### config.mk
export PLATFORM = sky130hd
export DESIGN_NAME = bit_serial_unloader
export DESIGN_NICKNAME = d
export VERILOG_FILES = /design/src/rtl/sru_pkg.sv /design/src/rtl/sru_store.sv /design/src/rtl/sru_seq.sv /design/src/rtl/sru_line.sv /design/src/rtl/bit_serial_unloader.sv
export SDC_FILE = /design/constraint.sdc
export NUM_CORES = 1
export LEC_CHECK = 0
export ABC_AREA = 1
export BUFFER_PORTS_ARGS = -buffer_cell sky130_fd_sc_hd__buf_4
export CAP_MARGIN = 20
export CORE_UTILIZATION = 54
export DETAILED_ROUTE_END_ITERATION = 7
export PLACE_DENSITY_LB_ADDON = 0.1
export SYNTH_ARGS = -nofsm -noshare
export SYNTH_HDL_FRONTEND = slang
export SYNTH_SLANG_ARGS = --single-unit
### constraint.sdc
create_clock -name clk -period 1.75 [get_ports clk]
set_input_delay 0.2625 -clock clk [delete_from_list [all_inputs] [get_ports clk]]
set_output_delay 0.2625 -clock clk [all_outputs]
set_load 0.01 [all_outputs]
### src/rtl/sru_pkg.sv
package sru_pkg;
   typedef enum logic [2:0] {
      SRU_EMPTY,
      SRU_FULL,
      SRU_GAP,
      SRU_DATA,
      SRU_TAIL
   } sru_state_e;
endpackage

### src/rtl/sru_store.sv
module sru_store #(
   parameter int ID_W      = 32,
   parameter int NUM_IDS   = 2,
   parameter int HASH_W    = 32,
   parameter int NUM_HASH  = 6,
   parameter bit USE_SHIFT = 1'b1,
   localparam int IDS_W     = ID_W * NUM_IDS,
   localparam int HASHES_W  = HASH_W * NUM_HASH,
   localparam int PAYLOAD_W = IDS_W + HASHES_W,
   localparam int IDX_W     = $clog2(PAYLOAD_W)
) (
   input  logic                clk,
   input  logic                rst,
   input  logic                capture,
   input  logic                advance,
   input  logic [IDX_W-1:0]    bit_idx,
   input  logic [IDS_W-1:0]    ids,
   input  logic [HASHES_W-1:0] hash,
   output logic                cur_bit
);
   logic [PAYLOAD_W-1:0] packed_w;

   // identifiers occupy the low bits so they leave the wire first
   assign packed_w = {hash, ids};

   generate
      if (USE_SHIFT) begin : g_shift
         logic [PAYLOAD_W-1:0] sh_q;
         always_ff @(posedge clk) begin
            if (rst)
               sh_q <= '0;
            else if (capture)
               sh_q <= packed_w;
            else if (advance)
               sh_q <= {1'b0, sh_q[PAYLOAD_W-1:1]};
         end
         assign cur_bit = sh_q[0];
      end else begin : g_mux
         logic [PAYLOAD_W-1:0] hold_q;
         always_ff @(posedge clk) begin
            if (rst)
               hold_q <= '0;
            else if (capture)
               hold_q <= packed_w;
         end
         assign cur_bit = hold_q[bit_idx];
      end
   endgenerate
endmodule

### src/rtl/sru_seq.sv
module sru_seq
   import sru_pkg::*;
#(
   parameter int PAYLOAD_W = 256,
   parameter int HDR_DELAY = 1,
   localparam int IDX_W = $clog2(PAYLOAD_W),
   localparam int GAP_W = (HDR_DELAY > 2) ? $clog2(HDR_DELAY) : 1
) (
   input  logic             clk,
   input  logic             rst,
   input  logic             ld_valid,
   input  logic             rd_req,
   output logic             capture,
   output logic             hdr_fire,
   output logic             shift_fire,
   output logic [IDX_W-1:0] bit_idx,
   output logic             empty_q,
   output logic             err_q
);
   localparam logic [IDX_W-1:0] LAST_IDX = IDX_W'(PAYLOAD_W - 1);
   localparam logic [GAP_W-1:0] GAP_INIT = (HDR_DELAY > 1) ? GAP_W'(HDR_DELAY - 2) : '0;

   sru_state_e       st_q;
   logic [GAP_W-1:0] gap_q;
   logic [IDX_W-1:0] idx_q;
   logic             direct_hdr;

   assign direct_hdr = (HDR_DELAY == 1);

   always_ff @(posedge clk) begin
      if (rst) begin
         st_q    <= SRU_EMPTY;
         gap_q   <= '0;
         idx_q   <= '0;
         empty_q <= 1'b1;
         err_q   <= 1'b0;
      end else begin
         if (ld_valid && st_q != SRU_EMPTY)
            err_q <= 1'b1;
         unique case (st_q)
            SRU_EMPTY: if (ld_valid) begin
               st_q    <= SRU_FULL;
               empty_q <= 1'b0;
            end
            SRU_FULL: if (rd_req) begin
               idx_q <= '0;
               if (direct_hdr)
                  st_q <= SRU_DATA;
               else begin
                  gap_q <= GAP_INIT;
                  st_q  <= SRU_GAP;
               end
            end
            SRU_GAP: begin
               if (gap_q == '0)
                  st_q <= SRU_DATA;
               else
                  gap_q <= gap_q - 1'b1;
            end
            SRU_DATA: begin
               idx_q <= idx_q + 1'b1;
               if (idx_q == LAST_IDX)
                  st_q <= SRU_TAIL;
            end
            SRU_TAIL: begin
               st_q    <= SRU_EMPTY;
               empty_q <= 1'b1;
            end
            default: st_q <= SRU_EMPTY;
         endcase
      end
   end

   assign capture    = (st_q == SRU_EMPTY) && ld_valid;
   assign hdr_fire   = ((st_q == SRU_FULL) && rd_req && direct_hdr) ||
                       ((st_q == SRU_GAP) && (gap_q == '0));
   assign shift_fire = (st_q == SRU_DATA);
   assign bit_idx    = idx_q;
endmodule

### src/rtl/sru_line.sv
module sru_line (
   input  logic clk,
   input  logic rst,
   input  logic hdr_fire,
   input  logic shift_fire,
   input  logic data_bit,
   output logic line_q
);
   always_ff @(posedge clk) begin
      if (rst)
         line_q <= 1'b0;
      else if (hdr_fire)
         line_q <= 1'b1;
      else if (shift_fire)
         line_q <= data_bit;
      else
         line_q <= 1'b0;
   end
endmodule

### src/rtl/bit_serial_unloader.sv
module bit_serial_unloader #(
   parameter int ID_W      = 32,
   parameter int NUM_IDS   = 2,
   parameter int HASH_W    = 32,
   parameter int NUM_HASH  = 6,
   parameter int WORD_W    = 16,
   parameter int HDR_DELAY = 1,
   parameter bit USE_SHIFT = 1'b1,
   localparam int IDS_W     = ID_W * NUM_IDS,
   localparam int HASHES_W  = HASH_W * NUM_HASH,
   localparam int PAYLOAD_W = IDS_W + HASHES_W,
   localparam int IDX_W     = $clog2(PAYLOAD_W)
) (
   input  logic                clk,
   input  logic                rst,
   input  logic                ld_valid,
   input  logic [IDS_W-1:0]    ld_ids,
   input  logic [HASHES_W-1:0] ld_hash,
   input  logic                rd_req,
   output logic                empty_o,
   output logic                line_o,
   output logic                err_o
);
   generate
      if (HDR_DELAY < 1) begin : g_bad_delay
         $error("HDR_DELAY must be at least 1");
      end
      if ((PAYLOAD_W % WORD_W) != 0) begin : g_bad_word
         $error("payload must be a whole number of words");
      end
      if (IDS_W < 2 * WORD_W) begin : g_bad_ids
         $error("identifiers must fill at least two words");
      end
   endgenerate

   logic             capture, hdr_fire, shift_fire, cur_bit;
   logic [IDX_W-1:0] bit_idx;

   sru_seq #(
      .PAYLOAD_W (PAYLOAD_W),
      .HDR_DELAY (HDR_DELAY)
   ) u_seq (
      .clk        (clk),
      .rst        (rst),
      .ld_valid   (ld_valid),
      .rd_req     (rd_req),
      .capture    (capture),
      .hdr_fire   (hdr_fire),
      .shift_fire (shift_fire),
      .bit_idx    (bit_idx),
      .empty_q    (empty_o),
      .err_q      (err_o)
   );

   sru_store #(
      .ID_W      (ID_W),
      .NUM_IDS   (NUM_IDS),
      .HASH_W    (HASH_W),
      .NUM_HASH  (NUM_HASH),
      .USE_SHIFT (USE_SHIFT)
   ) u_store (
      .clk     (clk),
      .rst     (rst),
      .capture (capture),
      .advance (shift_fire),
      .bit_idx (bit_idx),
      .ids     (ld_ids),
      .hash    (ld_hash),
      .cur_bit (cur_bit)
   );

   sru_line u_line (
      .clk        (clk),
      .rst        (rst),
      .hdr_fire   (hdr_fire),
      .shift_fire (shift_fire),
      .data_bit   (cur_bit),
      .line_q     (line_o)
   );
endmodule

==> results.yml <==
status:
  outcome: "finished, final reports clean"
grt:
  grt_pass1_wl_mm: 54.1
  grt_max_degree: 88
  grt_util_all_layers_pct: 29.0
  grt_pass1_vias: 12025
  overflow: 0
  antenna_found_initial: 2
place:
  placed_cells: 2207
  dpl_cell_area_sq_mm: 0.0140
  numPortBuffers: 262
  dp_hpwl_mm: 18.3
  gp_congestion: 0.795
timing:
  finalSetupViolations: 0
  hold_viol_final: 0
  min_period_ns: 1.68
  fmax_ghz: 0.596
  max_slew_margin_pct: 48.4
  drv_slew: 0
  clock_skew_ns: 0.0108
  worstMarginPinSlew_ns: 0.766
  period_share_pct: 95.8
layout:
  final_cell_mix: "a21oi_1, nand2_1, buf_4, dfxtp_1, inv_1"
  design_area_sq_mm: 0.0167
  n_fill_cell: 1471
  final_common_cell: "a21oi_1"
  finalCoreUtilization_pct: 78.7
  fin_nets: 2393
  fin_cells: 2428
  drive_gt1_share_pct: 15.9
  syn2layout_area_growth_pct: 41.4
clock_tree:
  worstSkewPairLatency_ns: 0.53
  clock-sinks: 270
  htree_levels: 1
  clk_pin_slew_ns: 0.06
  cts_buffer_depth: 3
  clock-root-buffer: "clkbuf_16"
  cts_tree: "built"
  cts_buffers: 29
detailed_routing:
  dr.pass1.iters: 5
  finalWirelength_mm: 33.6
  first_iter_violations: 751
  wl_per_cell_microns: 13.9
  post-route-drc-count: 0
  via_count: 12342
  ant_nets: 0
  viasPerCell: 5.08
floorplanning:
  die_area_sq_mm: 0.0225
  initial_core_util_pct: 55.7
  row_count: 53
  ios: 263
  coreArea_sq_mm: 0.0212
  die-height_microns: 150
  fp.dieW_microns: 150
worst_setup_path:
  crit_arrival_ns: 2.09
  critPathTopFamily: "buffers and inverters"
  start_kind: "flop"
  cp_data_required_time_ns: 2.16
  slowest_stage: "dfxtp_1"
  worst-path-buf-inv: 2
  critPathMaxStageDelay_ns: 0.46
  path_class: "reg2reg"
  cp_max_fo: 48
  critPathCaptureType: "flop"
  crit_chain: "nor2_4 -> nand2_8 -> buf_12 -> buf_12 -> nor2_1 -> a21oi_1 -> a21oi_1"
power_and_ir_drop:
  switchingPower_uw: 3890
  ir_worst_vdd_v: 0.00111
  leakage_uw: 0.00638
  clockPowerShare_pct: 39.7
  powerDensity_mw_per_mm2: 921
  internal_power_uw: 11500
  total_power_uw: 15400
  comb_power_share_pct: 16.0
  pwr-share-seq_pct: 44.3
  switching_share_pct: 25.3
yosys:
  synth_top_area_share_pct: 45.8
  syn_nets: 2018
  synth_area_leaders: "dfxtp_1, a21oi_1, nand2_1"
  yosys.cell_types.count: 22
  avgSynthCellArea_sq_um: 6.72
  synth_area_sq_mm: 0.0118
  ys.warnings.count: 0
  synth_seq_cells: 270
  synth_top_cell_by_area: "dfxtp_1"
  synth_seq_area_share_pct: 45.8
  syn_inst: 1757
job:
  drv_cap: 0
worst_hold_path:
  hold_class: "in2reg"
==> synthesized netlist by cell type (all sizes together) <==
library cell	n
ha	1
nand3	13
a31oi	3
nor3	1
buf	61
inv	271
dfxtp	270
a21oi	515
nand4	2
nand2	292
clkbuf	53
a211oi	1
o21ai	8
o31ai	1
nor2	265
==> registers in the layout, indices dropped and copies added, names as in the netlist <==
name and flops:
u_seq.empty_q 1, u_seq.bit_idx 8, u_seq.err_q 1, u_line.line_q 1, u_store.g_shift.sh_q 256, u_seq.st_q 3
==> routing by layer <==
layer / wire length, microns / track usage, %
met2: 16700 / 51.8
met5: 0 / 0
met4: 1150 / 11.3
met3: 2090 / 5.76
met1: 13700 / 34.0
==> through the flow <==
stage	setup slack, ns	setup TNS [ns]	hold WS [ns]
after detailed placement	0.120	0	0.454
after CTS	0.0849	0	0.00000799
after global routing	-0.0117	-0.0248	0.0140
after floorplan	0.338	0	0.407
after global placement	0.178	0	0.451
final	0.0732	0	0.0105
==> power by group through the flow <==
stage                     logic [uW]  registers (uW)  clock network, uW
after floorplan                 1260            6880                  0
after global placement          2040            6900                  0
after detailed placement        2070            6920                  0
after CTS                       2400            6790               6190
after global routing            2700            6850               6440
final                           2460            6800               6100
==> worst min-delay path: cells and delay by family <==
family	cells	cell delay, ns
AOI/OAI and AO/OA	2	0.16
buffers and inverters	1	0.08
==> worst paths after layout <==
| kind | from | to | slack, ns | cells past startpoint |
|---|---|---|---|---|
| max | u_seq.st_q[2] | u_store.g_shift.sh_q[146] | 0.07 | 7 |
| min | ld_hash[119] | u_store.g_shift.sh_q[183] | 0.01 | 3 |
| max reg2reg | u_seq.st_q[2] | u_store.g_shift.sh_q[146] | 0.07 | 7 |
| min reg2reg | u_store.g_shift.sh_q[170] | u_store.g_shift.sh_q[170] | 0.46 | 2 |
==> cells by family after synthesis <==
family	count (synthesis)	share of synthesized area [%]
AO/OA/AOI/OAI	528	22.4
adder cells (fa/ha/maj)	1	0.106
buffers and inverters	385	13.2
flip-flops	270	45.8
AND/OR/NAND/NOR	573	18.5
==> area by class of cell <==
class	count	area (sq um)	area share, %
Multi-Input combinational cell	1102	4880	29.2
Timing Repair Buffer	458	4080	24.4
Clock inverter	5	75.1	0.450
Clock buffer	45	876	5.25
Sequential cell	270	5410	32.4
Tap cell	275	344	2.06
Inverter	271	1030	6.19
Antenna cell	2	5.00	0.0300
==> repair_timing <==
| item | in CTS | in global routing |
|---|---|---|
| endpoints found under the setup margin | 0 | 88 |
| endpoints found under the hold margin | 168 | 0 |
| buffers inserted | 0 | 1 |
| resized for setup | 0 | 6 |
| hold buffers | 168 | 0 |
(Power assumes the default switching activity.)
